<file path="src/rtl/pars_pkg.sv">
package pars_pkg;

    localparam int unsigned ADDR_W_DEF = 5;
    localparam int unsigned SYNC_STAGES_DEF = 2;

    typedef enum logic [1:0] {
        ST_STANDBY = 2'd0,
        ST_IDLE    = 2'd1,
        ST_COUNT   = 2'd2,
        ST_DISCARD = 2'd3
    } rx_state_e;

endpackage

</file>
<file path="src/rtl/pars_sync.sv">
module pars_sync #(
    parameter int unsigned W = 1,
    parameter int unsigned STAGES = 2,
    parameter logic [W-1:0] RST_VAL = '0
) (
    input  logic         clk,
    input  logic         rst_n,
    input  logic [W-1:0] d_i,
    output logic [W-1:0] q_o
);
    logic [W-1:0] chain [STAGES];

    genvar g;
    generate
        for (g = 0; g < STAGES; g++) begin : g_stage
            if (g == 0) begin : g_first
                always_ff @(posedge clk or negedge rst_n) begin
                    if (!rst_n) chain[g] <= RST_VAL;
                    else        chain[g] <= d_i;
                end
            end else begin : g_next
                always_ff @(posedge clk or negedge rst_n) begin
                    if (!rst_n) chain[g] <= RST_VAL;
                    else        chain[g] <= chain[g-1];
                end
            end
        end
    endgenerate

    assign q_o = chain[STAGES-1];
endmodule

</file>
<file path="src/rtl/pars_edge.sv">
module pars_edge #(
    parameter int unsigned W = 1,
    parameter logic [W-1:0] RST_VAL = '0
) (
    input  logic         clk,
    input  logic         rst_n,
    input  logic [W-1:0] lvl_i,
    output logic [W-1:0] rise_o
);
    logic [W-1:0] prev_q;

    always_ff @(posedge clk or negedge rst_n) begin
        if (!rst_n) prev_q <= RST_VAL;
        else        prev_q <= lvl_i;
    end

    assign rise_o = lvl_i & ~prev_q;
endmodule

</file>
<file path="src/rtl/pars_fsm.sv">
module pars_fsm
    import pars_pkg::*;
#(
    parameter int unsigned ADDR_W = ADDR_W_DEF
) (
    input  logic              clk,
    input  logic              rst_n,
    input  logic              run_s,
    input  logic              strb_s,
    input  logic              pls_s,
    input  logic              pls_rise,
    output logic              start_o,
    output logic              stop_o,
    output logic [ADDR_W-1:0] addr_o,
    output logic              reset_req_o
);
    rx_state_e         state_q, state_d;
    logic [ADDR_W-1:0] cnt_q;
    logic              seen_q;
    logic              rst_cond;
    logic              close_win;

    assign rst_cond  = !run_s && !strb_s && pls_s;
    assign close_win = run_s && (state_q == ST_COUNT) && strb_s;

    // state register
    always_ff @(posedge clk or negedge rst_n) begin
        if (!rst_n) state_q <= ST_STANDBY;
        else        state_q <= state_d;
    end

    // next-state logic
    always_comb begin
        state_d = state_q;
        unique case (state_q)
            ST_STANDBY: if (run_s) state_d = strb_s ? ST_IDLE : ST_DISCARD;
            ST_IDLE: begin
                if (!run_s)      state_d = ST_STANDBY;
                else if (!strb_s) state_d = ST_COUNT;
            end
            ST_COUNT: begin
                if (!run_s)     state_d = ST_STANDBY;
                else if (strb_s) state_d = ST_IDLE;
            end
            ST_DISCARD: begin
                if (!run_s)     state_d = ST_STANDBY;
                else if (strb_s) state_d = ST_IDLE;
            end
            default: state_d = ST_STANDBY;
        endcase
    end

    // pulse counter, cleared outside the counting state
    always_ff @(posedge clk or negedge rst_n) begin
        if (!rst_n) begin
            cnt_q  <= '0;
            seen_q <= 1'b0;
        end else if (state_q != ST_COUNT) begin
            cnt_q  <= '0;
            seen_q <= 1'b0;
        end else if (pls_rise) begin
            cnt_q  <= cnt_q + 1'b1;
            seen_q <= 1'b1;
        end
    end

    // outputs
    always_ff @(posedge clk or negedge rst_n) begin
        if (!rst_n) begin
            start_o     <= 1'b0;
            stop_o      <= 1'b0;
            addr_o      <= '0;
            reset_req_o <= 1'b0;
        end else begin
            start_o     <= 1'b0;
            stop_o      <= 1'b0;
            reset_req_o <= rst_cond;
            if (rst_cond) begin
                addr_o <= '0;
            end else if (close_win) begin
                if (seen_q) begin
                    start_o <= 1'b1;
                    addr_o  <= cnt_q;
                end else begin
                    stop_o  <= 1'b1;
                end
            end
        end
    end
endmodule

</file>
<file path="src/rtl/pulse_addr_rx.sv">
module pulse_addr_rx
    import pars_pkg::*;
#(
    parameter int unsigned ADDR_W = ADDR_W_DEF,
    parameter int unsigned SYNC_STAGES = SYNC_STAGES_DEF
) (
    input  logic              clk,
    input  logic              rst_n,
    input  logic              strb_n_in,
    input  logic              pls_in,
    input  logic              pwr_n_in,
    output logic              start_o,
    output logic              stop_o,
    output logic [ADDR_W-1:0] addr_o,
    output logic              reset_req_o
);
    // bit 0 strobe (idle high), bit 1 pulse, bit 2 power (standby at reset)
    logic [2:0] raw;
    logic [2:0] synced;
    logic       strb_s;
    logic       pls_s;
    logic       run_s;
    logic       pls_rise;

    assign raw = {pwr_n_in, pls_in, strb_n_in};

    pars_sync #(.W(3), .STAGES(SYNC_STAGES), .RST_VAL(3'b001)) u_sync (
        .clk   (clk),
        .rst_n (rst_n),
        .d_i   (raw),
        .q_o   (synced)
    );

    assign strb_s = synced[0];
    assign pls_s  = synced[1];
    assign run_s  = synced[2];

    pars_edge #(.W(1), .RST_VAL(1'b0)) u_edge (
        .clk    (clk),
        .rst_n  (rst_n),
        .lvl_i  (pls_s),
        .rise_o (pls_rise)
    );

    pars_fsm #(.ADDR_W(ADDR_W)) u_fsm (
        .clk         (clk),
        .rst_n       (rst_n),
        .run_s       (run_s),
        .strb_s      (strb_s),
        .pls_s       (pls_s),
        .pls_rise    (pls_rise),
        .start_o     (start_o),
        .stop_o      (stop_o),
        .addr_o      (addr_o),
        .reset_req_o (reset_req_o)
    );
endmodule

</file>
<file path="config.mk">
export PLATFORM = sky130hd
export DESIGN_NAME = pulse_addr_rx
export DESIGN_NICKNAME = d
export VERILOG_FILES = /design/src/rtl/pars_pkg.sv /design/src/rtl/pars_sync.sv /design/src/rtl/pars_edge.sv /design/src/rtl/pars_fsm.sv /design/src/rtl/pulse_addr_rx.sv
export SDC_FILE = /design/constraint.sdc
export NUM_CORES = 1
export LEC_CHECK = 0
export BUFFER_PORTS_ARGS = -buffer_cell sky130_fd_sc_hd__buf_2
export CAP_MARGIN = 20
export CORE_MARGIN = 2
export CORE_UTILIZATION = 40
export DETAILED_ROUTE_END_ITERATION = 16
export HOLD_SLACK_MARGIN = 0.05
export PLACE_DENSITY = 0.69
export SYNTH_ARGS = -nofsm -noshare
export SYNTH_HDL_FRONTEND = slang
export SYNTH_SLANG_ARGS = --single-unit
export TNS_END_PERCENT = 5
</file>
<file path="constraint.sdc">
create_clock -name clk -period 1.4 [get_ports clk]
set_input_delay 0 -clock clk [delete_from_list [all_inputs] [get_ports clk]]
set_output_delay 0 -clock clk [all_outputs]
set_load 0.02 [all_outputs]
</file>
==> flow_metrics.env, run 1 <==
export IMPL_wire_per_inst_um=10.45
export IMPL_drt_pre_antenna_iters=2
export IMPL_hold_viol=0
export IMPL_hold_ws_ps=162.2
export IMPL_dieArea_mm2=0.002611
export IMPL_critPathKind="reg2reg"
export IMPL_syn_inst=73
export IMPL_p_seq_share_pct=65.9
export IMPL_p_sw_w=0.0002364
export IMPL_ctsResizeCount=0
export IMPL_rows=17
export IMPL_grt_max_degree=24
export IMPL_ys_types=22
export IMPL_grtUsageTotal_pct=11.98
export IMPL_path_cells="nand2b_4 > or3_4 > mux2i_1"
export IMPL_internal_power_w=0.0008183
export IMPL_initial_core_util_pct=41.29
export IMPL_cts_root_buf="clkbuf_4"
export IMPL_post_route_drc_count=0
export IMPL_switching_share_pct=22.42
export IMPL_path_clk_slew_ps=120
export IMPL_num_io_pins=13
export IMPL_antennaDiodeCount=0
export IMPL_cp_arrival_ps=1470
export IMPL_slowest_stage="or3_4"
export IMPL_fin_skew_ps=5.312
export IMPL_clock_latency_ps=310
export IMPL_vias=526
export IMPL_synth_seq_cells=23
export IMPL_grt_pass1_wl_um=2070
export IMPL_cp_max_fo=8
export IMPL_fin_nets=98
export IMPL_h_tree_depth=1
export IMPL_totalWireLength_um=1243
export IMPL_first_global_vias=475
export IMPL_ys_seq_area_share_pct=65.16
export IMPL_die_y_um=51.10
export IMPL_final_common_cell="dfrtp_1"
export IMPL_fin_tns_setup_ps=0
export IMPL_ir_drop_v=0.0006342
export IMPL_antenna_left=0
export IMPL_path_delay_family="simple AND/OR/NAND/NOR gates"
export IMPL_fin_cells=119
export IMPL_status="completed"
export IMPL_min_period_ps=1265
export IMPL_power_w=0.001055
export IMPL_grt_overflow=0
export IMPL_r2r_end="u_fsm.addr_o[4]"
export IMPL_cts_tree="built"
export IMPL_slowest_delay_ps=430
export IMPL_cts_buffers=3
export IMPL_globalplace_congestion=0.7729
export IMPL_maxCapViolations=0
export IMPL_drive_above_1_share_pct=24.18
export IMPL_antenna_found_initial=0
export IMPL_start_kind="register"
export IMPL_routed_via_density=4.420
export IMPL_drv_slew=0
export IMPL_hold_path_class="in2async"
export IMPL_synth_warning_count=0
export IMPL_grt_setup_unrepaired="false"
export IMPL_pwr_density_cell_mw_per_mm2=1023
export IMPL_syn_avg_cell_area_um2=12.15
export IMPL_cts_path_max_buffers=2
export IMPL_fmax_mhz=790.4
export IMPL_mostFrequentLayoutCells="dfrtp_1 (21), buf_2 (12), nand2_1 (9)"
export IMPL_area_delta_synth_final_pct=16.22
export IMPL_worst_path_buf_inv=0
export IMPL_pwr_share_comb_pct=5.5
export IMPL_cp_end_kind="register"
export IMPL_worstReg2RegStart="u_fsm.state_q[0]"
export IMPL_placed_cells=110
export IMPL_setup_viol=0
export IMPL_leakage_nw=0.5213
export IMPL_clkPwrFrac_pct=28.6
export IMPL_fp_dieW_um=51.10
export IMPL_coreArea_mm2=0.002148
export IMPL_rr_worst_depth=3
export IMPL_clkSinkCount=23
export IMPL_slew_headroom_pct=67.31
export IMPL_reg2reg_slack_ps=130
export IMPL_fin_crit_sh_pct=90.37
export IMPL_io_buffer_count=12
export IMPL_synth_fp_nets=79
export IMPL_crit_required_ps=1610
export IMPL_synth_cell_area_um2=887.1
export IMPL_dr_first_iter_drc_count=4
export IMPL_worst_pin_slew_ps=490.4
export IMPL_hpwl_um=881.1
-- synth_stat cells --
cell type	n	area share [%]
a21oi_1	3	1.7
buf_6	2	2.5
clkbuf_1	1	0.42
dfrtp_1	21	59
dfstp_2	2	5.9
ha_1	1	1.4
inv_1	8	3.4
mux2i_1	5	5.6
nand2_1	9	3.8
nand2b_1	1	0.71
nand2b_4	1	1.6
nand3_1	1	0.56
nand3b_1	1	0.85
nor2_1	4	1.7
nor2b_1	2	1.4
nor3_1	1	0.56
o21a_1	1	0.85
o21ai_0	2	1.1
or3_1	2	1.4
or3_4	1	1.3
or3b_2	1	0.99
xnor2_1	3	3.0
-- power groups by stage --
stage | Sequential (W) | Clock (W) | Combinational [W]
after floorplan | 0.000708 | 0 | 0.0000275
after global placement | 0.000708 | 0 | 0.0000486
after detailed placement | 0.000708 | 0 | 0.0000491
after CTS | 0.000696 | 0.000319 | 0.0000580
after global routing | 0.000698 | 0.000340 | 0.0000651
final | 0.000695 | 0.000302 | 0.0000578
-- flip-flops by register name, indices dropped and copies added (netlist names) --
register and count:
u_fsm.addr_o 5, u_fsm.cnt_q 5, u_sync.chain 3, u_sync.q_o 3
u_fsm.state_q 2, u_edge.prev_q 1, u_fsm.reset_req_o 1, u_fsm.seen_q 1
u_fsm.start_o 1, u_fsm.stop_o 1
-- worst max path at each step --
stage                                  to  slack, ps             start  depth (start not counted)
after global placement    u_fsm.addr_o[2]        160  u_fsm.state_q[0]                          3
after floorplan           u_fsm.addr_o[0]         60  u_fsm.state_q[0]                          5
after global routing       u_fsm.cnt_q[4]         20    u_fsm.cnt_q[1]                          4
final                     u_fsm.addr_o[4]        130  u_fsm.state_q[0]                          3
after detailed placement   u_fsm.cnt_q[4]        140    u_fsm.cnt_q[0]                          4
after CTS                  u_fsm.cnt_q[4]        110    u_fsm.cnt_q[0]                          4
-- cell type report --
| cell class | count | area (µm²) |
|---|---|---|
| fill | 199 | 1117 |
| sequential | 23 | 578.1 |
| multi-input combinational | 39 | 252.7 |
| timing repair buffer | 17 | 107.6 |
| tap | 28 | 35.03 |
| inverter | 8 | 30.03 |
| clock buffer | 3 | 22.52 |
| clock inverter | 1 | 5.005 |
-- metrics by stage --
stage | worst slack (ps) | util (%) | cell area (µm²)
after floorplan | 64.97 | - | 887.1
after global placement | 156.6 | 44.50 | 955.9
after detailed placement | 143.4 | 44.50 | 955.9
after CTS | 113.1 | 47.64 | 1023
after global routing | 17.85 | 47.99 | 1031
final | 134.8 | 47.99 | 1031
-- worst register-to-register path, cell delays in order, from the launching register on --
cell	delay, ps
dfrtp_1	410
nand2b_4	180
or3_4	430
mux2i_1	140
-- metal layers --
layer  share of wire (%)  up-vias  global-route usage [%]
li1                    -      267                       -
met2                  42       14                   17.53
met1                  48      241                   12.93
met4                 5.6        0                   14.86
met5                   0        -                       0
met3                 3.8        4                   2.632
-- cell families (layout without fill, tap and decap cells) --
family / count (synthesis) / count (layout) / share of synthesized area (%)
DFF: 23 / 23 / 65.16
buffers and inverters: 11 / 29 / 6.347
adders and majority gates: 1 / 1 / 1.410
and+or+nand+nor: 24 / 24 / 14.81
muxes: 5 / 5 / 5.642
AOI/OAI and AO/OA: 6 / 6 / 3.667
xor gates and xnor gates: 3 / 3 / 2.962
-- repair_timing --
item,in CTS,in global routing
hold buffers,4,0
buffers inserted,0,1
setup endpoints to repair,0,1
hold endpoints to repair,26,0
(Power assumes the default switching activity.)
==> run 2, diff against run 1 <==
--- a/config.mk
+++ b/config.mk
@@ -5,6 +5,7 @@
 export SDC_FILE = /design/constraint.sdc
 export NUM_CORES = 1
 export LEC_CHECK = 0
+export ABC_AREA = 1
 export BUFFER_PORTS_ARGS = -buffer_cell sky130_fd_sc_hd__buf_2
 export CAP_MARGIN = 20
 export CORE_MARGIN = 2
==> flow_metrics.env, run 2 <==
export IMPL_status="completed"
export IMPL_min_period_ps=1152
export IMPL_finalInstanceArea_mm2=0.001045
export IMPL_h_tree_depth=1
export IMPL_drive_above_1_share_pct=22.86
export IMPL_clkSinkCount=23
export IMPL_fin_tns_setup_ps=0
export IMPL_leakage_nw=0.5697
export IMPL_fin_cells=133
export IMPL_dieArea_mm2=0.002597
export IMPL_fmax_mhz=867.8
export IMPL_synth_flop_cell="dfrtp_1"
export IMPL_grt_max_degree=24
export IMPL_ctsResizeCount=0
export IMPL_grt_overflow=0
export IMPL_fin_nets=112
export IMPL_grt_pass1_wl_um=2408
export IMPL_vias=630
export IMPL_maxCapViolations=0
export IMPL_hpwl_um=1054
export IMPL_post_route_drc_count=0
export IMPL_post_cts_repair_setup_buffers=0
export IMPL_area_delta_synth_final_pct=18.44
export IMPL_drt_pre_antenna_iters=4
export IMPL_setup_viol=0
export IMPL_totalWireLength_um=1414
export IMPL_cts_root_buf="clkbuf_4"
export IMPL_critPathKind="reg2reg"
export IMPL_placed_cells=125
export IMPL_coreArea_mm2=0.002148
export IMPL_pre_cts_ws_ps=259.0
export IMPL_routed_via_density=4.737
export IMPL_synth_warning_count=0
export IMPL_antenna_left=0
export IMPL_synth_cell_area_um2=882.1
export IMPL_crit_required_ps=1620
export IMPL_antennaDiodeCount=0
export IMPL_start_kind="register"
export IMPL_hold_viol=0
export IMPL_clock_latency_ps=310
export IMPL_wire_per_inst_um=10.63
export IMPL_ir_drop_v=0.0006139
export IMPL_dr_first_iter_drc_count=5
export IMPL_grt_setup_unrepaired="false"
export IMPL_num_io_pins=13
export IMPL_cts_hold_buf=4
export IMPL_cp_arrival_ps=1370
export IMPL_drv_slew=0
export IMPL_slew_headroom_pct=67.47
export IMPL_async_flop_share_pct=100.0
export IMPL_initial_core_util_pct=41.06
export IMPL_reg_top3="u_fsm.addr_o (5), u_fsm.cnt_q (5)"
export IMPL_syn_inst=85
export IMPL_yosysTopAreaCell="dfrtp_1"
export IMPL_fin_skew_ps=5.360
export IMPL_cts_tree="built"
export IMPL_netlist_area_leader_share_pct=59.57
export IMPL_synthTopCellsByCount="nand2_1 (24), dfrtp_1 (21), nand3_1 (10)"
export IMPL_fillers=209
export IMPL_pwr_density_cell_mw_per_mm2=1020
export IMPL_synth_edf_count=0
export IMPL_path_clk_slew_ps=120
export IMPL_first_global_vias=583
export IMPL_fp_dieW_um=50.96
export IMPL_synth_fp_nets=91
export IMPL_placed_area_um2=977.2
export IMPL_cp_max_fo=5
export IMPL_synth_most_common_cell="nand2_1"
export IMPL_cp_end_kind="register"
export IMPL_rows=17
export IMPL_finalWorstSetupSlack_ps=247.6
export IMPL_final_common_cell="nand2_1"
export IMPL_io_buffer_count=12
export IMPL_cts_path_max_buffers=2
export IMPL_fin_crit_sh_pct=82.31
export IMPL_mostFrequentLayoutCells="nand2_1 (24), dfrtp_1 (21), buf_2 (12)"
export IMPL_grtUsageTotal_pct=13.00
export IMPL_synth_seq_cells=23
export IMPL_ys_seq_area_share_pct=65.53
export IMPL_worst_pin_slew_ps=487.9
export IMPL_ys_types=14
export IMPL_die_y_um=50.96
export IMPL_cts_buffers=3
export IMPL_syn_avg_cell_area_um2=10.38
export IMPL_globalplace_congestion=0.7547
export IMPL_synth_area_leaders="dfrtp_1 (60%), nand2_1 (10%), dfstp_2 (6.0%)"
export IMPL_hold_path_class="in2async"
export IMPL_antenna_found_initial=0
run 2: changes by cell type after synthesis, moves of 2 or more:
cell     change
nor2b_1      -2
nand3_1      +9
buf_6        -2
mux2i_1      -5
inv_2        +2
nor2_4       +2
nand2_1     +15
or3_1        -2
xnor2_1      -2
nor2_1       +4
run 2: area by class of cell:
cell class                      count  area [µm²]  area share (%)
Sequential cell                    23       578.1           55.33
Multi-Input combinational cell     53       270.3           25.87
Timing Repair Buffer               16       100.1           9.581
Tap cell                           28       35.03           3.353
Inverter                            9       33.78           3.234
Clock buffer                        3       22.52           2.156
Clock inverter                      1       5.005          0.4790
run 2: metal layers:
layer	track usage, %	share of wire (%)
met5	0	0
met4	6.757	2.5
met3	3.509	5.3
met2	24.03	51
met1	13.17	41
run 2: worst max-delay path, cell delays in order, from the launching register on:
cell,delay (ps)
dfrtp_1,440
ha_1,210
nand2_1,70
nor2_1,140
nand3_1,90
nand2_1,70
nor2_1,40
run 2: per-stage QoR:
step                utilization (%)  total power [W]  hold slack (ps)
floorplan                         -        0.0007387           -295.6
global placement              45.49        0.0007628           -15.15
detailed placement            45.49        0.0007671           -5.826
CTS                           48.63         0.001080            174.8
global route                  48.63         0.001120            184.9
finish                        48.63         0.001066            162.1
run 2: final timing paths:
| kind | start | endpoint | slack (ps) | cells after the start |
|---|---|---|---|---|
| setup / recovery | u_fsm.cnt_q[0] | u_fsm.cnt_q[4] | 250 | 6 |
| hold reg to reg | u_sync.chain[3] | u_sync.q_o[0] | 360 | 0 |
| setup reg to reg | u_fsm.cnt_q[0] | u_fsm.cnt_q[4] | 250 | 6 |
| min in group clk | pwr_n_in | u_sync.chain[5] | 320 | 2 |
| max in group asynchronous | rst_n | u_sync.q_o[0] | 880 | 2 |
| hold / removal | rst_n | u_fsm.addr_o[1] | 160 | 2 |
run 2: cells by family after synthesis:
family / count (synthesis) / synth area share (%)
flip-flops: 23 / 65.53
AND/OR/NAND/NOR: 46 / 25.39
adder cells (fa/ha/maj): 1 / 1.418
buffers and inverters: 9 / 3.831
XOR/XNOR: 1 / 0.9931
AO/OA/AOI/OAI: 5 / 2.836
run 2: power by group:
part	leakage, nW	internal, W	switching (W)
Sequential	0.299	0.000684	0.0000132
Clock	0.0177	0.000107	0.000198
Combinational	0.253	0.0000226	0.0000406
Total	0.570	0.000814	0.000252
